$ cat src/rtl/lsm_pkg.sv
package lsm_pkg;

   typedef enum logic {
      ORD_INC_AFTER  = 1'b0,
      ORD_DEC_BEFORE = 1'b1
   } lsm_order_e;

   typedef enum logic {
      DIR_STORE = 1'b0,
      DIR_LOAD  = 1'b1
   } lsm_dir_e;

   function automatic int unsigned lsm_log2(input int unsigned v);
      int unsigned r;
      r = 0;
      while ((1 << r) < v) r++;
      return r;
   endfunction

endpackage

$ cat src/rtl/lsm_popcnt.sv
module lsm_popcnt #(
   parameter int NREG  = 16,
   parameter int CNT_W = $clog2(NREG + 1)
) (
   input  logic [NREG-1:0]  mask,
   output logic [CNT_W-1:0] count
);
   always_comb begin
      count = '0;
      for (int i = 0; i < NREG; i++) begin
         count = count + CNT_W'(mask[i]);
      end
   end
endmodule

$ cat src/rtl/lsm_lowest.sv
module lsm_lowest #(
   parameter int NREG  = 16,
   parameter int IDX_W = $clog2(NREG)
) (
   input  logic [NREG-1:0]  mask,
   output logic [IDX_W-1:0] low_idx,
   output logic [NREG-1:0]  rest
);
   logic [NREG:0]   below_clear;
   logic [NREG-1:0] pick;

   assign below_clear[0] = 1'b1;

   for (genvar i = 0; i < NREG; i++) begin : g_chain
      assign pick[i]          = mask[i] & below_clear[i];
      assign below_clear[i+1] = below_clear[i] & ~mask[i];
   end

   always_comb begin
      low_idx = '0;
      for (int i = 0; i < NREG; i++) begin
         if (pick[i]) low_idx = low_idx | IDX_W'(i);
      end
   end

   assign rest = mask & ~pick;
endmodule

$ cat src/rtl/lsm_addr_calc.sv
module lsm_addr_calc #(
   parameter int ADDR_W     = 32,
   parameter int CNT_W      = 5,
   parameter int WORD_BYTES = 4
) (
   input  logic [ADDR_W-1:0] base,
   input  logic [CNT_W-1:0]  count,
   input  logic              dec_before,
   output logic [ADDR_W-1:0] first_addr,
   output logic [ADDR_W-1:0] final_addr
);
   localparam int SH = $clog2(WORD_BYTES);

   logic [ADDR_W-1:0] span;
   logic [ADDR_W-1:0] lowered;

   assign span    = ADDR_W'(count) << SH;
   assign lowered = base - span;

   assign first_addr = dec_before ? lowered : base;
   assign final_addr = dec_before ? lowered : (base + span);
endmodule

$ cat src/rtl/lsm_seq.sv
module lsm_seq #(
   parameter int ADDR_W     = 32,
   parameter int NREG       = 16,
   parameter int WORD_BYTES = 4,
   parameter int IDX_W      = $clog2(NREG),
   parameter int CNT_W      = $clog2(NREG + 1)
) (
   input  logic              clk,
   input  logic              rst_n,
   input  logic              start,
   input  logic [ADDR_W-1:0] base_addr,
   input  logic [NREG-1:0]   reg_mask,
   input  logic              is_load,
   input  logic              dec_before,
   input  logic              wb_en,
   output logic              req_valid,
   input  logic              req_ready,
   output logic [ADDR_W-1:0] req_addr,
   output logic [IDX_W-1:0]  req_reg,
   output logic              req_write,
   input  logic              ld_data_lsb,
   output logic              busy,
   output logic              done,
   output logic              wb_we,
   output logic [ADDR_W-1:0] wb_value,
   output logic              pc_load,
   output logic              pc_fault
);
   import lsm_pkg::*;

   localparam logic [ADDR_W-1:0] STEP    = ADDR_W'(WORD_BYTES);
   localparam logic [IDX_W-1:0]  PC_IDX  = IDX_W'(NREG - 1);

   if (WORD_BYTES != (1 << lsm_log2(WORD_BYTES))) begin : g_chk_word
      $error("WORD_BYTES must be a power of two");
   end
   if (NREG < 2) begin : g_chk_nreg
      $error("NREG must be at least 2");
   end
   if (ADDR_W <= CNT_W + lsm_log2(WORD_BYTES)) begin : g_chk_addr
      $error("ADDR_W too narrow for the largest transfer span");
   end

   logic              busy_q;
   logic [NREG-1:0]   mask_q;
   logic [ADDR_W-1:0] addr_q;
   lsm_dir_e          dir_q;
   logic              wb_en_q;
   logic [ADDR_W-1:0] wb_val_q;
   logic              done_q, wb_we_q, pc_load_q, pc_fault_q;

   logic [CNT_W-1:0]  in_count;
   logic [ADDR_W-1:0] in_first, in_final;
   logic [IDX_W-1:0]  cur_idx;
   logic [NREG-1:0]   cur_rest;
   logic              in_empty, hs, hs_last, hs_pc;
   lsm_order_e        in_order;

   assign in_order = dec_before ? ORD_DEC_BEFORE : ORD_INC_AFTER;

   lsm_popcnt #(.NREG(NREG), .CNT_W(CNT_W)) u_cnt (
      .mask  (reg_mask),
      .count (in_count)
   );

   lsm_addr_calc #(.ADDR_W(ADDR_W), .CNT_W(CNT_W), .WORD_BYTES(WORD_BYTES)) u_addr (
      .base       (base_addr),
      .count      (in_count),
      .dec_before (in_order == ORD_DEC_BEFORE),
      .first_addr (in_first),
      .final_addr (in_final)
   );

   lsm_lowest #(.NREG(NREG), .IDX_W(IDX_W)) u_low (
      .mask    (mask_q),
      .low_idx (cur_idx),
      .rest    (cur_rest)
   );

   assign in_empty = (in_count == '0);
   assign hs       = busy_q & req_ready;
   assign hs_last  = hs & (cur_rest == '0);
   assign hs_pc    = hs & (dir_q == DIR_LOAD) & (cur_idx == PC_IDX);

   always_ff @(posedge clk) begin
      if (!rst_n) begin
         busy_q     <= 1'b0;
         mask_q     <= '0;
         addr_q     <= '0;
         dir_q      <= DIR_STORE;
         wb_en_q    <= 1'b0;
         wb_val_q   <= '0;
         done_q     <= 1'b0;
         wb_we_q    <= 1'b0;
         pc_load_q  <= 1'b0;
         pc_fault_q <= 1'b0;
      end else begin
         done_q     <= 1'b0;
         wb_we_q    <= 1'b0;
         pc_load_q  <= hs_pc;
         pc_fault_q <= hs_pc & ~ld_data_lsb;
         if (!busy_q) begin
            if (start) begin
               dir_q    <= is_load ? DIR_LOAD : DIR_STORE;
               wb_en_q  <= wb_en;
               wb_val_q <= wb_en ? in_final : base_addr;
               if (in_empty) begin
                  done_q  <= 1'b1;
                  wb_we_q <= wb_en;
               end else begin
                  busy_q <= 1'b1;
                  mask_q <= reg_mask;
                  addr_q <= in_first;
               end
            end
         end else if (hs) begin
            mask_q <= cur_rest;
            addr_q <= addr_q + STEP;
            if (hs_last) begin
               busy_q  <= 1'b0;
               done_q  <= 1'b1;
               wb_we_q <= wb_en_q;
            end
         end
      end
   end

   assign busy      = busy_q;
   assign req_valid = busy_q;
   assign req_addr  = addr_q;
   assign req_reg   = cur_idx;
   assign req_write = (dir_q == DIR_STORE);
   assign done      = done_q;
   assign wb_we     = wb_we_q;
   assign wb_value  = wb_val_q;
   assign pc_load   = pc_load_q;
   assign pc_fault  = pc_fault_q;
endmodule

$ cat config.mk
export PLATFORM = sky130hd
export DESIGN_NAME = lsm_seq
export DESIGN_NICKNAME = d
export VERILOG_FILES = /design/src/rtl/lsm_pkg.sv /design/src/rtl/lsm_popcnt.sv /design/src/rtl/lsm_lowest.sv /design/src/rtl/lsm_addr_calc.sv /design/src/rtl/lsm_seq.sv
export SDC_FILE = /design/constraint.sdc
export NUM_CORES = 1
export LEC_CHECK = 0
export CELL_PAD_IN_SITES_DETAIL_PLACEMENT = 1
export CELL_PAD_IN_SITES_GLOBAL_PLACEMENT = 2
export CORE_UTILIZATION = 30
export DETAILED_ROUTE_END_ITERATION = 8
export PLACE_DENSITY = 0.87
export SKIP_CTS_REPAIR_TIMING = 1
export SYNTH_ARGS = -nofsm -noshare
export SYNTH_HDL_FRONTEND = slang
export SYNTH_SLANG_ARGS = --single-unit
$ cat constraint.sdc
create_clock -name clk -period 7.2 [get_ports clk]
set_input_delay 1.44 -clock clk [delete_from_list [all_inputs] [get_ports clk]]
set_output_delay 1.44 -clock clk [all_outputs]
set_load 0.01 [all_outputs]
==> results.sh, run 1 <==
export IMPL_diodes=0
export IMPL_dieWidth_um=153.8
export IMPL_cp_slowest_cell="fa_1"
export IMPL_ys_seq_area_share_pct=25.19
export IMPL_arrival_ns=7.17
export IMPL_fillers=2722
export IMPL_avgSynthCellArea_um2=7.457
export IMPL_rows=55
export IMPL_grt_pass1_wl_um=44300
export IMPL_fin_nets=1137
export IMPL_cap_violations=0
export IMPL_worst_slew_pin_slew_ns=1.137
export IMPL_post_route_util_pct=39.50
export IMPL_areaGrowthSynthToFinish_pct=29.36
export IMPL_synth_common_cells="nand2_1 (105), dfxtp_1 (87), a21oi_1 (77)"
export IMPL_cts_root_buf="clkbuf_16"
export IMPL_finalCriticalPeriod_ns=6.946
export IMPL_viasPerCell=5.806
export IMPL_io_pins=131
export IMPL_clk_latency_ns=0.36
export IMPL_dieHeight_um=153.8
export IMPL_grt_pass1_vias=7554
export IMPL_critPathKind="primary input to register"
export IMPL_crit_path_end_kind="register"
export IMPL_reg2reg_from="busy$_SDFF_PN0_"
export IMPL_worstRegToRegCells=8
export IMPL_synth_edf_count=0
export IMPL_fin_skew_ns=0.007613
export IMPL_timing_fmax_mhz=144.0
export IMPL_critPathCapture="req_addr[23]$_SDFFE_PN0P_"
export IMPL_vias=7792
export IMPL_synth_cells=927
export IMPL_synth_area_um2=6913
export IMPL_initial_core_util_pct=30.53
export IMPL_powerDensity_nw_per_um2=402.7
export IMPL_crit_start="reg_mask[0]"
export IMPL_stdcell_area_um2=8942
export IMPL_crit_cells=19
export IMPL_dr_pass1_iters=5
export IMPL_cts_clk_slew_worst_paths_ns=0.07
export IMPL_crit_top_cell="fa_1"
export IMPL_yosysWarningCount=0
export IMPL_ir_drop_mv=0.1915
export IMPL_grt_setup_unrepaired="no"
export IMPL_min_path_type="register to register"
export IMPL_critPathMaxStageDelay_ns=0.53
export IMPL_cts_tree="done"
export IMPL_ant_nets=0
export IMPL_r2r_end="req_addr[23]$_SDFFE_PN0P_"
export IMPL_fin_crit_sh_pct=96.47
export IMPL_postPlaceCellArea_um2=8661
export IMPL_clockBufferDepth=2
export IMPL_synth_seq_cells=87
export IMPL_slew_violations=0
export IMPL_drtIter0Drc=513
export IMPL_wl_um=28350
export IMPL_cts_buffers_inserted=9
export IMPL_place_ws_ns=-0.1483
export IMPL_synth_top_area_share_pct=25.19
export IMPL_grt_total_usage_pct=24.09
export IMPL_synthMostInstantiatedCell="nand2_1"
export IMPL_yosys_top_cells_area="dfxtp_1 (25%), nand2_1 (5.7%), a21oi_1 (5.6%)"
export IMPL_synth_async_reset_ratio_pct=0
export IMPL_grt_overflow_total=0
export IMPL_dp_hpwl_um=20660
export IMPL_antenna_found_initial=0
export IMPL_worstPathRequired_ns=7.42
export IMPL_drc=0
export IMPL_slew_headroom_pct=23.93
export IMPL_register_area_um2=1742
export IMPL_cts_num_sinks=87
export IMPL_synth_top_area_cell="dfxtp_1"
export IMPL_hold_violations=0
export IMPL_crit_chain="clkdlybuf4s50_1, ha_1, inv_1, fa_1, fa_1, fa_1, fa_1, fa_1, fa_1, nand2b_1, and2_1, ha_1, buf_4, o311a_1, buf_4, o2111ai_1, xnor2_1, a221oi_1, nor2_1"
export IMPL_coreArea_um2=22640
export IMPL_critPathBufInv=4
export IMPL_numPortBuffers=130
export IMPL_wl_per_cell_um=21.13
export IMPL_setup_violations=0
export IMPL_status="finished clean"
export IMPL_synthDistinctLibCells=81
export IMPL_critPathLaunchType="primary input"
export IMPL_htree_levels=3
export IMPL_power_static_leakage_uw=0.003272
export IMPL_multi_input_area_um2=4613
export IMPL_ys_flop_type="dfxtp_1"
export IMPL_gp_congestion=0.8800
export IMPL_layout_drive_gt1_share_pct=9.555
export IMPL_regToRegSetupSlack_ns=4.59
export IMPL_grt_max_degree=48
export IMPL_critPathTopFamily="adder cells"
export IMPL_crit_fanout=6
export IMPL_die_area_um2=23650
export IMPL_setup_ws_ns=0.2543
export IMPL_syn_num_nets=1012
-- cell type report --
class,instances,share of cell area [%]
Clock buffer,10,2.672
Clock inverter,6,0.4757
Inverter,44,1.847
Multi-Input combinational cell,719,51.59
Sequential cell,87,19.48
Tap cell,285,3.988
Timing Repair Buffer,191,19.95
-- where the power goes --
group          switching, uW  internal [uW]  leakage (uW)  total (uW)
combinational           1300            992       0.00242        2290
sequential               200            635      0.000717         835
clock                    232            245      0.000135         477
-- registers in the layout (all words and copies together) (netlist names) --
register,cells
dir_q,1
done,1
req_addr,32
mask_q,16
wb_value,32
wb_we,1
pc_load,1
wb_en_q,1
busy,1
pc_fault,1
-- through the flow --
stage / hold WS (ns) / std cells / setup TNS [ns] / total power (uW)
3_5_place_dp: 0.4478 / 1326 / -1.313 / 3105
5_1_grt: 0.4923 / 1342 / 0 / 3857
3_3_place_gp: 0.4381 / 1326 / -0.2827 / 3068
6_report: 0.4540 / 1342 / 0 / 3601
2_1_floorplan: 0.4314 / 927 / 0 / 2152
4_1_cts: 0.4573 / 1342 / 0 / 3598
-- metal layers --
layer / track usage, % / share of wire [%]
met5: 0 / 0
met3: 2.706 / 4.5
met4: 8.667 / 2.2
met2: 36.77 / 44
met1: 34.74 / 49
-- kinds of logic after synthesis --
logic type      after synthesis  share of synthesized area, %
flops                        87                         25.19
compound gates              270                         25.00
simple gates                364                         27.69
fa+ha+maj                    31                         6.842
buf+inv                     121                         8.181
xor+xnor                     43                         5.448
mux                          11                         1.647
-- tightest hold or removal path, delay by kind of cell, from the launching register on --
kind | cells | cell delay [ns]
compound gates | 1 | 0.05
flops | 1 | 0.31
simple gates | 1 | 0.05
-- worst min-delay path by stage --
stage                              start                        end  slack (ns)  depth (start not counted)
4_1_cts         wb_value[2]$_SDFFE_PN0P_   wb_value[2]$_SDFFE_PN0P_        0.46                          2
5_1_grt         wb_value[0]$_SDFFE_PN0P_   wb_value[0]$_SDFFE_PN0P_        0.49                          2
3_5_place_dp    wb_value[2]$_SDFFE_PN0P_   wb_value[2]$_SDFFE_PN0P_        0.45                          2
3_3_place_gp   wb_value[19]$_SDFFE_PN0P_  wb_value[19]$_SDFFE_PN0P_        0.44                          2
6_report        wb_value[2]$_SDFFE_PN0P_   wb_value[2]$_SDFFE_PN0P_        0.45                          2
2_1_floorplan       wb_en_q$_SDFFE_PN0P_       wb_en_q$_SDFFE_PN0P_        0.43                          2
-- cells in the final DEF (no fill, tap or decap), types with 11 or more instances in the layout --
master	synthesis	routed
a211oi_1	12	12
a21oi_1	77	77
a31oi_1	14	14
and3_1	14	14
buf_4	5	59
clkdlybuf4s50_1	0	130
dfxtp_1	87	87
fa_1	12	12
ha_1	17	17
inv_1	44	44
nand2_1	105	105
nand3_1	28	28
nand4_1	24	24
nor2_1	68	68
nor3_1	24	24
nor4_1	19	19
o211ai_1	11	11
o21ai_0	66	65
or3_1	11	11
xnor2_1	23	23
xor2_1	20	20
Note: power is estimated with default switching activity, not from simulation.
==> run 2: changes to the inputs <==
--- a/config.mk
+++ b/config.mk
@@ -11,2 +11,4 @@
 export DETAILED_ROUTE_END_ITERATION = 8
+export GPL_ROUTABILITY_DRIVEN = 0
+export MAX_ROUTING_LAYER = met4
 export PLACE_DENSITY = 0.87
--- a/constraint.sdc
+++ b/constraint.sdc
@@ -3,2 +3,2 @@
 set_output_delay 1.44 -clock clk [all_outputs]
-set_load 0.01 [all_outputs]
+set_load 0.02 [all_outputs]
==> results.sh, run 2 (synthesized netlist as in run 1, its figures left out) <==
export IMPL_place_ws_ns=-0.1581
export IMPL_stdcell_area_um2=8931
export IMPL_critPathMaxStageDelay_ns=0.60
export IMPL_hold_violations=0
export IMPL_grt_setup_unrepaired="no"
export IMPL_worstPathRequired_ns=7.41
export IMPL_dieWidth_um=153.8
export IMPL_cp_slowest_cell="or4b_2"
export IMPL_worstRegToRegCells=5
export IMPL_htree_levels=3
export IMPL_setup_violations=0
export IMPL_cts_root_buf="clkbuf_16"
export IMPL_rows=55
export IMPL_final_common_cell="clkdlybuf4s50_1"
export IMPL_regToRegSetupSlack_ns=4.58
export IMPL_crit_chain="clkdlybuf4s50_1, ha_1, inv_1, fa_1, fa_1, fa_1, fa_1, fa_1, fa_2, nand2b_1, and2_1, ha_1, buf_4, or4b_2, a31oi_1, nor2_1, o21ai_0, xor2_1, a211oi_2"
export IMPL_crit_top_cell="fa_1"
export IMPL_met3_usage_pct=2.649
export IMPL_grt_busiest_layer="met2"
export IMPL_cap_violations=0
export IMPL_numPortBuffers=130
export IMPL_antenna_found_initial=0
export IMPL_setup_ws_ns=0.2681
export IMPL_fin_crit_sh_pct=96.28
export IMPL_clockBufferDepth=2
export IMPL_multi_input_area_um2=4621
export IMPL_met2_usage_pct=37.16
export IMPL_met1_usage_pct=33.17
export IMPL_dp_cells=1325
export IMPL_fillers=2743
export IMPL_cts_clk_slew_worst_paths_ns=0.07
export IMPL_cts_tree="done"
export IMPL_coreArea_um2=22640
export IMPL_ir_drop_mv=0.1890
export IMPL_timing_fmax_mhz=144.3
export IMPL_fin_nets=1136
export IMPL_r2r_end="wb_we$_SDFF_PN0_"
export IMPL_io_pins=131
export IMPL_hold_path_depth=2
export IMPL_layout_drive_gt1_share_pct=9.280
export IMPL_grt_total_usage_pct=24.33
export IMPL_grt_max_degree=48
export IMPL_grt_pass1_wl_um=43590
export IMPL_final_cell_mix="clkdlybuf4s50_1 (130), nand2_1 (105), dfxtp_1 (87)"
export IMPL_slew_headroom_pct=27.87
export IMPL_hold_start="wb_value[2]$_SDFFE_PN0P_"
export IMPL_grt_pass1_vias=7568
export IMPL_finalCriticalPeriod_ns=6.932
export IMPL_crit_path_end_kind="register"
export IMPL_critPathKind="primary input to register"
export IMPL_areaGrowthSynthToFinish_pct=29.19
export IMPL_powerDensity_nw_per_um2=414.7
export IMPL_worst_slew_pin_slew_ns=1.078
export IMPL_fin_skew_ns=0.01019
export IMPL_clk_latency_ns=0.36
export IMPL_register_area_um2=1742
export IMPL_reg2reg_from="busy$_SDFF_PN0_"
export IMPL_ant_nets=0
export IMPL_dieHeight_um=153.8
export IMPL_slew_violations=0
export IMPL_hold_end="wb_value[2]$_SDFFE_PN0P_"
export IMPL_grt_overflow_total=0
export IMPL_vias=7720
export IMPL_power_static_leakage_uw=0.003258
export IMPL_cts_buffers_inserted=9
export IMPL_status="finished clean"
export IMPL_crit_fanout=4
export IMPL_arrival_ns=7.14
export IMPL_cts_num_sinks=87
export IMPL_critPathLaunchType="primary input"
export IMPL_wl_um=28010
export IMPL_postPlaceCellArea_um2=8653
export IMPL_finalPower_uw=3704
export IMPL_layoutNonFillerInstCount=1341
export IMPL_die_area_um2=23650
export IMPL_diodes=0
export IMPL_viasPerCell=5.757
export IMPL_wl_per_cell_um=20.89
export IMPL_dr_pass1_iters=5
export IMPL_initial_core_util_pct=30.53
export IMPL_hold_slack_ns=0.4526
export IMPL_drtIter0Drc=506
export IMPL_min_path_type="register to register"
export IMPL_drc=0
export IMPL_dp_hpwl_um=20550
[run 2: how the worst max path moves through the flow]
stage	start	endpoint	slack, ns
floorplan	reg_mask[0]	wb_value[12]$_SDFFE_PN0P_	0.56
global route	reg_mask[0]	wb_value[12]$_SDFFE_PN0P_	0.009
CTS	reg_mask[1]	req_addr[22]$_SDFFE_PN0P_	0.20
global placement	reg_mask[0]	wb_value[28]$_SDFFE_PN0P_	-0.07
detailed placement	reg_mask[1]	wb_value[24]$_SDFFE_PN0P_	-0.16
finish	reg_mask[1]	wb_value[12]$_SDFFE_PN0P_	0.27
[run 2: final cells by class]
class	instances	share of cell area (%)
multi-input combinational	719	51.74
clock inverter	2	0.1821
tap	285	3.993
timing repair buffer	190	19.89
clock buffer	14	2.844
inverter	44	1.849
sequential	87	19.50
[run 2: routing by layer]
layer  vias to the layer above  share of wire [%]
met5                         -                  0
li1                       3626                  -
met3                        36                6.0
met4                         0                2.1
met2                       281                 45
met1                      3777                 47
[run 2: worst max-delay path: cells and delay by family]
| kind | cells | cell delay, ns |
|---|---|---|
| xor+xnor | 1 | 0.20 |
| simple gates | 4 | 1.03 |
| buf+inv | 3 | 0.63 |
| compound gates | 3 | 0.48 |
| fa+ha+maj | 8 | 3.35 |
[run 2: per-stage QoR]
step                TNS [ns]  utilization (%)
floorplan                  0                -
global placement     -0.1259            38.22
detailed placement    -2.206            38.22
CTS                        0            39.41
global route               0            39.45
finish                     0            39.45
[run 2: power breakdown]
group          leakage [uW]  switching [uW]  internal (uW)
Clock              0.000127             213            245
Combinational       0.00241            1410           1010
Sequential         0.000717             198            635
Total               0.00326            1820           1890
